[src/rtl/fseq_pkg.sv]
package fseq_pkg;
  localparam int DATA_W = 32;
  localparam int CNT_W  = 8;

  localparam int CTL_DONE    = 0;
  localparam int CTL_ERR     = 1;
  localparam int CTL_BUSY    = 2;
  localparam int CTL_OP_LSB  = 4;
  localparam int CTL_CNT_LSB = 8;
  localparam int CTL_GO      = 16;

  localparam logic [2:0] OP_READ  = 3'd1;
  localparam logic [2:0] OP_WRITE = 3'd2;
  localparam logic [2:0] OP_RDSR  = 3'd3;
  localparam logic [2:0] OP_ER4K  = 3'd4;
  localparam logic [2:0] OP_ER64K = 3'd5;

  function automatic logic op_known(input logic [2:0] op);
    return op inside {OP_READ, OP_WRITE, OP_RDSR, OP_ER4K, OP_ER64K};
  endfunction

  function automatic logic op_has_data(input logic [2:0] op);
    return op inside {OP_READ, OP_WRITE, OP_RDSR};
  endfunction

  function automatic logic op_is_erase(input logic [2:0] op);
    return op inside {OP_ER4K, OP_ER64K};
  endfunction
endpackage

[src/rtl/fseq_regs.sv]
module fseq_regs
  import fseq_pkg::*;
#(
  parameter int BUF_BYTES = 64,
  parameter int ADDR_W    = 32,
  localparam int LEN_W    = $clog2(BUF_BYTES) + 1
) (
  input  logic              clk_i,
  input  logic              rst_ni,
  input  logic              ctl_we_i,
  input  logic              adr_we_i,
  input  logic [DATA_W-1:0] wdata_i,
  input  logic              fin_i,
  input  logic              fin_err_i,
  output logic              start_o,
  output logic [2:0]        start_op_o,
  output logic [LEN_W-1:0]  start_len_o,
  output logic [ADDR_W-1:0] faddr_o,
  output logic              busy_o,
  output logic [DATA_W-1:0] ctl_word_o
);
  logic              done_q, err_q, busy_q;
  logic [2:0]        op_q;
  logic [CNT_W-1:0]  cnt_q;
  logic [ADDR_W-1:0] faddr_q;

  logic [2:0]       op_w;
  logic [CNT_W-1:0] cnt_w;
  logic             ctl_take, go_req, legal;

  assign op_w     = wdata_i[CTL_OP_LSB +: 3];
  assign cnt_w    = wdata_i[CTL_CNT_LSB +: CNT_W];
  assign ctl_take = ctl_we_i && !busy_q;
  assign go_req   = ctl_take && wdata_i[CTL_GO];
  assign legal    = op_known(op_w) &&
                    (!op_has_data(op_w) || (cnt_w <= CNT_W'(BUF_BYTES - 1)));

  assign start_o     = go_req && legal;
  assign start_op_o  = op_w;
  assign start_len_o = op_has_data(op_w) ? (LEN_W'(cnt_w) + LEN_W'(1)) : '0;

  always_ff @(posedge clk_i or negedge rst_ni) begin
    if (!rst_ni) begin
      done_q <= 1'b0;
      err_q  <= 1'b0;
      busy_q <= 1'b0;
      op_q   <= '0;
      cnt_q  <= '0;
    end else if (busy_q) begin
      if (fin_i) begin
        busy_q <= 1'b0;
        done_q <= !fin_err_i;
        err_q  <= fin_err_i;
      end
    end else if (ctl_take) begin
      op_q  <= op_w;
      cnt_q <= cnt_w;
      if (go_req) begin
        done_q <= 1'b0;
        err_q  <= !legal;
        busy_q <= legal;
      end else begin
        done_q <= done_q && !wdata_i[CTL_DONE];
        err_q  <= err_q && !wdata_i[CTL_ERR];
      end
    end
  end

  always_ff @(posedge clk_i or negedge rst_ni) begin
    if (!rst_ni)                  faddr_q <= '0;
    else if (adr_we_i && !busy_q) faddr_q <= wdata_i[ADDR_W-1:0];
  end

  assign faddr_o = faddr_q;
  assign busy_o  = busy_q;

  always_comb begin
    ctl_word_o = '0;
    ctl_word_o[CTL_DONE] = done_q;
    ctl_word_o[CTL_ERR]  = err_q;
    ctl_word_o[CTL_BUSY] = busy_q;
    ctl_word_o[CTL_OP_LSB +: 3] = op_q;
    ctl_word_o[CTL_CNT_LSB +: CNT_W] = cnt_q;
  end

  p_busy_excl_r3: assert property (@(posedge clk_i) disable iff (!rst_ni)
    busy_q |-> !done_q && !err_q);

  p_fin_ok_r3: assert property (@(posedge clk_i) disable iff (!rst_ni)
    busy_q && fin_i && !fin_err_i |=> done_q && !err_q && !busy_q);

  p_fin_err_r7: assert property (@(posedge clk_i) disable iff (!rst_ni)
    busy_q && fin_i && fin_err_i |=> err_q && !done_q && $stable(op_q) && $stable(cnt_q));

  p_busy_frozen_r10: assert property (@(posedge clk_i) disable iff (!rst_ni)
    busy_q && (ctl_we_i || adr_we_i) |=> $stable(op_q) && $stable(cnt_q) && $stable(faddr_q));
endmodule

[src/rtl/fseq_buffer.sv]
module fseq_buffer #(
  parameter int BUF_BYTES = 64,
  localparam int IDX_W    = $clog2(BUF_BYTES),
  localparam int WIDX_W   = IDX_W - 2
) (
  input  logic              clk_i,
  input  logic              rst_ni,
  input  logic              sw_we_i,
  input  logic [WIDX_W-1:0] sw_widx_i,
  input  logic [3:0]        sw_be_i,
  input  logic [31:0]       sw_wdata_i,
  output logic [31:0]       sw_rdata_o,
  input  logic              eng_we_i,
  input  logic [IDX_W-1:0]  eng_idx_i,
  input  logic [7:0]        eng_wdata_i,
  output logic [7:0]        eng_rdata_o
);
  logic [7:0] mem_q [BUF_BYTES];

  always_ff @(posedge clk_i or negedge rst_ni) begin
    if (!rst_ni) begin
      for (int b = 0; b < BUF_BYTES; b++) mem_q[b] <= '0;
    end else if (eng_we_i) begin
      mem_q[eng_idx_i] <= eng_wdata_i;
    end else if (sw_we_i) begin
      for (int l = 0; l < 4; l++)
        if (sw_be_i[l]) mem_q[{sw_widx_i, 2'(l)}] <= sw_wdata_i[8*l +: 8];
    end
  end

  always_comb begin
    for (int l = 0; l < 4; l++) sw_rdata_o[8*l +: 8] = mem_q[{sw_widx_i, 2'(l)}];
  end

  assign eng_rdata_o = mem_q[eng_idx_i];

  p_one_writer_r10: assert property (@(posedge clk_i) disable iff (!rst_ni)
    !(sw_we_i && eng_we_i));
endmodule

[src/rtl/fseq_engine.sv]
module fseq_engine
  import fseq_pkg::*;
#(
  parameter int BUF_BYTES = 64,
  parameter int ADDR_W    = 32,
  localparam int IDX_W    = $clog2(BUF_BYTES),
  localparam int LEN_W    = IDX_W + 1
) (
  input  logic              clk_i,
  input  logic              rst_ni,
  input  logic              start_i,
  input  logic [2:0]        start_op_i,
  input  logic [LEN_W-1:0]  start_len_i,
  input  logic [ADDR_W-1:0] start_addr_i,
  output logic              cmd_valid_o,
  input  logic              cmd_ready_i,
  output logic [2:0]        cmd_op_o,
  output logic [ADDR_W-1:0] cmd_addr_o,
  output logic [LEN_W-1:0]  cmd_len_o,
  output logic              wr_valid_o,
  input  logic              wr_ready_i,
  output logic [7:0]        wr_data_o,
  input  logic              rd_valid_i,
  input  logic [7:0]        rd_data_i,
  input  logic              rsp_valid_i,
  input  logic              rsp_err_i,
  output logic              buf_we_o,
  output logic [IDX_W-1:0]  buf_idx_o,
  output logic [7:0]        buf_wdata_o,
  input  logic [7:0]        buf_rdata_i,
  output logic              fin_o,
  output logic              fin_err_o
);
  typedef enum logic [1:0] {ST_IDLE, ST_CMD, ST_XFER, ST_RSP} st_e;

  st_e               st_q;
  logic [2:0]        op_q;
  logic [ADDR_W-1:0] addr_q;
  logic [LEN_W-1:0]  len_q, cnt_q;
  logic              is_wr, beat, last;

  assign is_wr = (op_q == OP_WRITE);
  assign beat  = (st_q == ST_XFER) && (is_wr ? wr_ready_i : rd_valid_i);
  assign last  = (cnt_q == len_q - LEN_W'(1));

  always_ff @(posedge clk_i or negedge rst_ni) begin
    if (!rst_ni) begin
      st_q   <= ST_IDLE;
      op_q   <= '0;
      addr_q <= '0;
      len_q  <= '0;
      cnt_q  <= '0;
    end else begin
      unique case (st_q)
        ST_IDLE: if (start_i) begin
          st_q   <= ST_CMD;
          op_q   <= start_op_i;
          addr_q <= start_addr_i;
          len_q  <= start_len_i;
          cnt_q  <= '0;
        end
        ST_CMD:  if (cmd_ready_i) st_q <= (len_q == '0) ? ST_RSP : ST_XFER;
        ST_XFER: if (beat) begin
          cnt_q <= cnt_q + LEN_W'(1);
          if (last) st_q <= ST_RSP;
        end
        ST_RSP:  if (rsp_valid_i) st_q <= ST_IDLE;
        default: st_q <= ST_IDLE;
      endcase
    end
  end

  assign cmd_valid_o = (st_q == ST_CMD);
  assign cmd_op_o    = op_q;
  assign cmd_addr_o  = addr_q;
  assign cmd_len_o   = len_q;

  assign wr_valid_o  = (st_q == ST_XFER) && is_wr;
  assign wr_data_o   = buf_rdata_i;

  assign buf_idx_o   = cnt_q[IDX_W-1:0];
  assign buf_we_o    = (st_q == ST_XFER) && !is_wr && rd_valid_i;
  assign buf_wdata_o = rd_data_i;

  assign fin_o       = (st_q == ST_RSP) && rsp_valid_i;
  assign fin_err_o   = rsp_err_i;

  p_cmd_hold_r12: assert property (@(posedge clk_i) disable iff (!rst_ni)
    cmd_valid_o && !cmd_ready_i |=> cmd_valid_o && $stable(cmd_op_o) &&
                                    $stable(cmd_addr_o) && $stable(cmd_len_o));

  p_erase_nolen_r6: assert property (@(posedge clk_i) disable iff (!rst_ni)
    cmd_valid_o && op_is_erase(cmd_op_o) |-> cmd_len_o == '0);

  p_wr_stream_r4: assert property (@(posedge clk_i) disable iff (!rst_ni)
    wr_valid_o |-> cmd_op_o == OP_WRITE);

  p_cnt_bound_r5: assert property (@(posedge clk_i) disable iff (!rst_ni)
    st_q == ST_XFER |-> cnt_q < len_q);
endmodule

[src/rtl/flash_seq_ctrl.sv]
module flash_seq_ctrl
  import fseq_pkg::*;
#(
  parameter int BUF_BYTES = 64,
  parameter int ADDR_W    = 32,
  localparam int IDX_W    = $clog2(BUF_BYTES),
  localparam int LEN_W    = IDX_W + 1,
  localparam int REG_AW   = IDX_W + 1
) (
  input  logic              clk_i,
  input  logic              rst_ni,
  input  logic              reg_we_i,
  input  logic [REG_AW-1:0] reg_addr_i,
  input  logic [3:0]        reg_be_i,
  input  logic [31:0]       reg_wdata_i,
  output logic [31:0]       reg_rdata_o,
  output logic              cmd_valid_o,
  input  logic              cmd_ready_i,
  output logic [2:0]        cmd_op_o,
  output logic [ADDR_W-1:0] cmd_addr_o,
  output logic [LEN_W-1:0]  cmd_len_o,
  output logic              wr_valid_o,
  input  logic              wr_ready_i,
  output logic [7:0]        wr_data_o,
  input  logic              rd_valid_i,
  input  logic [7:0]        rd_data_i,
  input  logic              rsp_valid_i,
  input  logic              rsp_err_i
);
  logic sel_buf, sel_ctl, sel_adr;
  assign sel_buf = reg_addr_i[REG_AW-1];
  assign sel_ctl = !sel_buf && (reg_addr_i[REG_AW-2:2] == '0);
  assign sel_adr = !sel_buf && (reg_addr_i[REG_AW-2:2] == (REG_AW-3)'(1));

  logic              start, busy, fin, fin_err;
  logic [2:0]        start_op;
  logic [LEN_W-1:0]  start_len;
  logic [ADDR_W-1:0] faddr;
  logic [31:0]       ctl_word, buf_word;
  logic              eng_we;
  logic [IDX_W-1:0]  eng_idx;
  logic [7:0]        eng_wdata, eng_rdata;

  fseq_regs #(.BUF_BYTES(BUF_BYTES), .ADDR_W(ADDR_W)) u_regs (
    .clk_i, .rst_ni,
    .ctl_we_i    (reg_we_i && sel_ctl),
    .adr_we_i    (reg_we_i && sel_adr),
    .wdata_i     (reg_wdata_i),
    .fin_i       (fin),
    .fin_err_i   (fin_err),
    .start_o     (start),
    .start_op_o  (start_op),
    .start_len_o (start_len),
    .faddr_o     (faddr),
    .busy_o      (busy),
    .ctl_word_o  (ctl_word)
  );

  fseq_buffer #(.BUF_BYTES(BUF_BYTES)) u_buf (
    .clk_i, .rst_ni,
    .sw_we_i     (reg_we_i && sel_buf && !busy),
    .sw_widx_i   (reg_addr_i[REG_AW-2:2]),
    .sw_be_i     (reg_be_i),
    .sw_wdata_i  (reg_wdata_i),
    .sw_rdata_o  (buf_word),
    .eng_we_i    (eng_we),
    .eng_idx_i   (eng_idx),
    .eng_wdata_i (eng_wdata),
    .eng_rdata_o (eng_rdata)
  );

  fseq_engine #(.BUF_BYTES(BUF_BYTES), .ADDR_W(ADDR_W)) u_eng (
    .clk_i, .rst_ni,
    .start_i      (start),
    .start_op_i   (start_op),
    .start_len_i  (start_len),
    .start_addr_i (faddr),
    .cmd_valid_o, .cmd_ready_i, .cmd_op_o, .cmd_addr_o, .cmd_len_o,
    .wr_valid_o, .wr_ready_i, .wr_data_o,
    .rd_valid_i, .rd_data_i,
    .rsp_valid_i, .rsp_err_i,
    .buf_we_o     (eng_we),
    .buf_idx_o    (eng_idx),
    .buf_wdata_o  (eng_wdata),
    .buf_rdata_i  (eng_rdata),
    .fin_o        (fin),
    .fin_err_o    (fin_err)
  );

  always_comb begin
    if (sel_buf)      reg_rdata_o = buf_word;
    else if (sel_ctl) reg_rdata_o = ctl_word;
    else if (sel_adr) reg_rdata_o = 32'(faddr);
    else              reg_rdata_o = '0;
  end

  p_cmd_busy_r2: assert property (@(posedge clk_i) disable iff (!rst_ni)
    cmd_valid_o |-> ctl_word[CTL_BUSY]);
endmodule

[config.mk]
export PLATFORM = sky130hd
export DESIGN_NAME = flash_seq_ctrl
export DESIGN_NICKNAME = d
export VERILOG_FILES = /design/src/rtl/fseq_pkg.sv /design/src/rtl/fseq_regs.sv /design/src/rtl/fseq_buffer.sv /design/src/rtl/fseq_engine.sv /design/src/rtl/flash_seq_ctrl.sv
export SDC_FILE = /design/constraint.sdc
export NUM_CORES = 2
export LEC_CHECK = 0
export BUFFER_PORTS_ARGS = -buffer_cell sky130_fd_sc_hd__buf_4
export CORE_MARGIN = 2
export CORE_UTILIZATION = 30
export DETAILED_ROUTE_END_ITERATION = 8
export GPL_TIMING_DRIVEN = 0
export HOLD_SLACK_MARGIN = 0.1
export SYNTH_ARGS = -nofsm -noshare
export SYNTH_HDL_FRONTEND = slang
export SYNTH_SLANG_ARGS = --single-unit
[constraint.sdc]
create_clock -name clk_i -period 7 [get_ports clk_i]
set_clock_uncertainty 0.2 [all_clocks]
set_input_delay 0.7 -clock clk_i [delete_from_list [all_inputs] [get_ports clk_i]]
set_output_delay 0.7 -clock clk_i [all_outputs]
set_load 0.01 [all_outputs]
==> Yosys cells after proc, flatten, opt, wreduce, memory -nomap -nowiden <==
Index checks and enable logic that the tools add are counted.
{ "totals": {"register_bits": 609, "input_bits": 59, "output_inout_bits": 84, "word_cells": 226} }
{ "classes": {"addsub": 3, "order_cmp": 11, "eq_ne": 17, "muxes": 69, "bitwise": 6, "reduce_logical": 45} }
{ "ops": {"columns": ["op", "count"], "rows": [
  ["$mux W512", 12],
  ["$bwmux W512", 5],
  ["$bmux W8 S6", 5],
  ["$demux W8 S6", 5],
  ["$mux W8", 15],
  ["$mux W32", 3],
  ["$ge A7 B7 Y1 const B", 5],
  ["$lt A7 B1 Y1 const B", 5],
  ["$not A6 Y7", 5],
  ["$logic_and A1 B1 Y1", 23],
  ["$mux W7", 3],
  ["$add A7 B1 Y7 const B", 2],
  ["$mux W1", 14],
  ["$pmux W7 S2", 1],
  ["$mux W2", 5],
  ["$eq A3 B2 Y1 const B", 3],
  ["$le A8 B6 Y1 const B", 1],
  ["$logic_not A1 Y1", 8],
  ["$pmux W2 S4", 1],
  ["$eq A7 B7 Y1", 1],
  ["$logic_not A7 Y1", 1],
  ["$sub A7 B1 Y7 const B", 1],
  ["$eq A3 B3 Y1 const B", 2],
  ["$ne A2 B1 Y1 const B", 3],
  ["15 further kinds", 22]
]} }

==> Longest topological paths before layout <==
{ "logic_depth": {"word_depth": 21, "ltp_mapped": 11, "mapped_depth_nobuf": 8} }

==> Cells and area by module <==
A second synthesis with hierarchy kept.
{ "hier_totals": {"hier_cells": 3761, "area_unflattened_um2": 38842.3} }
{ "modules_own_cells": {"columns": ["module", "n_inst", "cells_per_inst", "area_each_um2", "seq_area_each_um2"], "rows": [
  ["fseq_buffer", 1, 3267, 33214.4, 12812.3],
  ["fseq_engine", 1, 218, 2637.5, 1276.2],
  ["fseq_regs", 1, 161, 2152.1, 1151.1],
  ["flash_seq_ctrl", 1, 115, 838.3, 0.0]
]} }

==> Worst setup path before layout <==
Ideal clock, no wire load.
{ "synth_timing": {"path_type": "input port to output port", "startpoint": "in reg_addr_i[2]", "endpoint": "out reg_rdata_o[21]", "arrival_ns": 2.582, "t_required_ns": 6.100, "slack_ns": 3.518, "path_stages": 7, "path_buffers": 3, "cell_sequence": "buf_2 -> buf_4 -> buf_2 -> mux4_2 -> mux4_2 -> nand2_1 -> o21ai_0"} }
{ "synth_via": {"elab_chain_len": 5, "word_cells_on_any_way": 11, "classes_between": "eq/ne (1); mux (6); bitwise (1); reduce/logical (3)"} }
{ "synth_lines": {"columns": ["element", "line", "text"], "rows": [
  ["start, declared", "flash_seq_ctrl.sv:13", "input logic [REG_AW-1:0] reg_addr_i,"],
  ["$not A6 Y7 (not written as such) or $eq A4 B1 Y1 (tied branches)", "fseq_buffer.sv:32, flash_seq_ctrl.sv:33", null],
  ["$bmux W8 S6 or $logic_and A1 B1 Y1 (tied branches)", "fseq_buffer.sv:32, flash_seq_ctrl.sv:33", null],
  ["$mux W8 (not written as such) or $mux W32 (tied branches)", "fseq_buffer.sv:32, flash_seq_ctrl.sv:93", null],
  ["$mux W8 (not written as such) or $mux W32 (tied branches)", "fseq_buffer.sv:32, flash_seq_ctrl.sv:92", null],
  ["$mux W32 (*)", "flash_seq_ctrl.sv:91", "if (sel_buf) reg_rdata_o = buf_word;"],
  ["end, declared", "flash_seq_ctrl.sv:16", "output logic [31:0] reg_rdata_o,"]
]} }
Every way passes the cells marked *; elsewhere a longest branch is shown, timed or not. The select of a mux whose other input is x is not followed.

==> Worst setup path in the final report <==
{ "layout_timing": {"startpoint": "reg u_eng.cnt_q[0]", "endpoint": "out wr_data_o[3]"} }
{ "layout_via": {"elab_chain_len": 4} }
{ "layout_lines": {"columns": ["element", "line", "text"], "rows": [
  ["start, declared", "fseq_engine.sv:39", "logic [LEN_W-1:0] len_q, cnt_q;"],
  ["start signal, assigned", "fseq_engine.sv:64", "cnt_q <= cnt_q + LEN_W'(1);"],
  ["$not A6 Y7 (not written as such)", "fseq_buffer.sv:35", "assign eng_rdata_o = mem_q[eng_idx_i];"],
  ["$bmux W8 S6", "fseq_buffer.sv:35", null],
  ["$mux W8 (not written as such) (2 in series)", "fseq_buffer.sv:35", null],
  ["end, declared", "flash_seq_ctrl.sv:24", "output logic [7:0] wr_data_o,"]
]} }
Every way passes these cells. The select of a mux whose other input is x is not followed.

==> impl_results.md <==
* Status: finished with violations
* Failing checks: capacitance limit, slew limit, setup timing
* FF/Latch Area at 15200 µm²
* VDD IR max at 195 µV
* Critical-path cell list: buf_6 -> buf_2 -> buf_2 -> buf_2 -> clkbuf_1 -> o22ai_1 -> a211oi_1 -> nand4_1 -> buf_4
* Avg Cell Area, Syn at 9.94 µm²
* Worst Path Arrival at 6.17 ns
* H-tree Lvls at 3
* Multi-input gate area at 19600 µm²
* Seq/Total Area, Yosys at 0.417
* CTS Buf Count at 76
* Syn nets at 3741
* Final Critical Period at 7.07 ns
* Final Hold Fails at 0
* Total power at 16.5 mW
* Share of the synthesized area in the top cell type at 0.417
* RSZ-0062 raised after global routing: false
* Relative slew slack at -0.141
* Max-slew violations at 208
* Starting DRT DRC Count at 6411
* RD Place Congestion at 1.09
* Worst-Margin Slew at 1.71 ns
* Clk_lat worst skew at 0.69 ns
* Vias per cell at 6.81
* Synth Cell Area at 36500 µm²
* GRT Residual Overflow at 0
* PortBufs at 131
* Crit. End Element: primary output
* CTS Sinks at 609
* FMAX at 0.141 GHz
* Largest area contributor in the netlist: dfrtp_1
* Vias in the first global route at 35415
* Die footprint at 125000 µm²
* Most common cell in the netlist: nand2_1
* TritonCTS clock tree: yes
* DIE HEIGHT at 353 µm
* Slowest cell delay on critical path at 1.16 ns
* Largest net degree at the start of global routing at 101
* Netlist cell types at 76
* Setup slack, reg-to-reg at 1.28 ns
* Starting Density at 0.301
* Met2 WL at 107 mm
* Max-Cap Viols at 24
* EDFF count, synth at 0
* Synth top cells by count: 620 x nand2_1, 609 x dfrtp_1, 550 x o21ai_0
* Vias at 38328
* Buffer depth of the longest clock path at 3
* Core Region at 121000 µm²
* Post-Route WL at 273 mm
* Leakage Power at 16.4 nW
* Initial DRT Pass Iterations at 6
* DRC errors left at 0
* Antenna violations before repair at 48
* #FFs+latches synth at 609
* Synth Flop Type: dfrtp_1
* Pre-CTS WS at 1.06 ns
* Routed Antenna Nets at 0
* Aggregate global-route resource usage at 0.429
* IO Pins at 143
* Slowest CP cell: clkbuf_1
* Worst EP required at 6.10 ns
* Yosys warnings at 0
* CP top delay family: buffers and inverters
* First-pass GRT wire length at 354 mm
* Power per cell area at 385 nW/µm²
* Met3 Wirelength at 35.2 mm
* Critical path class: register to primary output
* Die X at 353 µm
* Crit path top cell by count: buf_2
* HPWL after DPL at 204 mm
* Max layer used: met5
* Top cells by area, synth: dfrtp_1 42%, mux4_2 13%, a22oi_1 11%
* Drt wl/cell at 48.6 µm
* Mapped Cells at 3675
* Row Count at 128
* Nets at 3990
* P&R area growth vs syn at 17.5%
* Count of final setup violators at 1
* WP buf/inv at 6
* Root Driver: clkbuf_16
* Layout fillers at 12539
* HP Class: input pin to register
* Worst-path fanout max at 11
* Share of flip-flops with an asynchronous set or reset at 1.00
* Cts repair resizes at 0
* Wire length on met1 at 107 mm
* Final period utilization at 1.01
* Clock-pin slew on the worst setup and hold paths at 0.06 ns
* Final WS setup at -0.0695 ns
* Layout cells sized above 1 at 0.210
* Startpoint Class: register
[layout by cell type (no fill, tap or decap), types with 12 or more instances in the layout]
cell type / instances
a211oi_1: 30
a21oi_1: 74
a221oi_1: 43
a22o_1: 12
a22oi_1: 529
and2_1: 38
buf_1: 41
buf_2: 83
buf_4: 155
clkbuf_1: 213
clkbuf_16: 77
clkbuf_2: 16
clkbuf_8: 17
dfrtp_1: 609
diode_2: 19
dlygate4sd3_1: 20
inv_1: 32
mux2_2: 114
mux2i_1: 53
mux4_2: 208
nand2_1: 620
nand3_1: 13
nor2_1: 78
nor2_2: 39
nor3_1: 14
o21ai_0: 550
o21ai_1: 28
o21ai_2: 42
o22ai_1: 17
[registers in the layout, indices dropped and copies added, names as in the netlist]
register          cells
u_regs.cnt_q          8
u_regs.err_q          1
u_eng.cnt_q           7
u_eng.st_q            2
u_eng.cmd_addr_o     32
u_regs.op_q           3
u_regs.done_q         1
u_regs.faddr_o       32
u_eng.cmd_len_o       7
u_eng.cmd_op_o        3
u_regs.busy_o         1
u_buf.mem_q         512
[power breakdown]
part / internal, mW / total (mW) / switching (mW)
logic: 1.84 / 6.59 / 4.74
clock network: 2.48 / 4.29 / 1.80
registers: 4.34 / 5.67 / 1.33
total: 8.67 / 16.5 / 7.88
[per-stage QoR]
step / setup TNS (ns) / instances / utilization / instance area [µm²] / hold WS, ns
after CTS: 0 / 5608 / 0.353 / 42800 / 0.102
after global routing: 0 / 5611 / 0.353 / 42900 / 0.132
final: -0.0695 / 5629 / 0.354 / 42900 / 0.121
after floorplan: 0 / 3675 / - / 36500 / 0.204
after detailed placement: 0 / 5449 / 0.330 / 40000 / 0.267
after global placement: -1442.49 / 5431 / 0.326 / 39600 / 0.268
[cell families after synthesis]
family                     after synthesis  synth area share
DFF                                    609             0.417
muxes                                  377             0.179
buffers and inverters                  397            0.0468
xor gates and xnor gates                15           0.00360
and+or+nand+nor                        875             0.105
AOI/OAI and AO/OA                     1395             0.246
adders and majority gates                7           0.00240
[final timing paths]
path	to	start	cells past startpoint
min	u_regs.cnt_q[4]$_DFFE_PN0P_	reg_wdata_i[12]	3
min reg2reg	u_regs.cnt_q[4]$_DFFE_PN0P_	u_regs.cnt_q[4]$_DFFE_PN0P_	2
max reg2reg	u_buf.mem_q[78]$_DFFE_PN0P_	u_eng.cnt_q[2]$_DFFE_PN0P_	7
max in group asynchronous	u_buf.mem_q[176]$_DFFE_PN0P_	rst_ni	5
min in group asynchronous	u_buf.mem_q[501]$_DFFE_PN0P_	rst_ni	2
max	wr_data_o[3]	u_eng.cnt_q[0]$_DFFE_PN0P_	9
[worst reg2reg max path, delay by kind of cell, from the launching register on]
family	cells	cell delay, ns
buffers and inverters	1	0.84
AND/OR/NAND/NOR	4	3.04
AO/OA/AOI/OAI	2	0.85
flip-flops	1	0.63
[cell type report]
cell class,count,share of cell area
antenna,19,0.00111
tap,1625,0.0474
timing repair buffer,171,0.0377
clock buffer,111,0.0518
inverter,33,0.00289
clock inverter,28,0.00941
buffer,364,0.0374
sequential,609,0.355
multi-input combinational,2669,0.457
[layer usage]
metal / track usage / up-vias
met5: 0 / -
met4: 0.308 / 32
met3: 0.156 / 863
met2: 0.582 / 3264
met1: 0.559 / 19746
li1: - / 14423
[what timing repair did]
item                       4_1_cts  5_1_grt
setup buffers                    0        0
setup endpoints to repair        0        0
hold endpoints to repair        70        0
hold buffers                    20        0
Power figures use the tool's default switching activity.
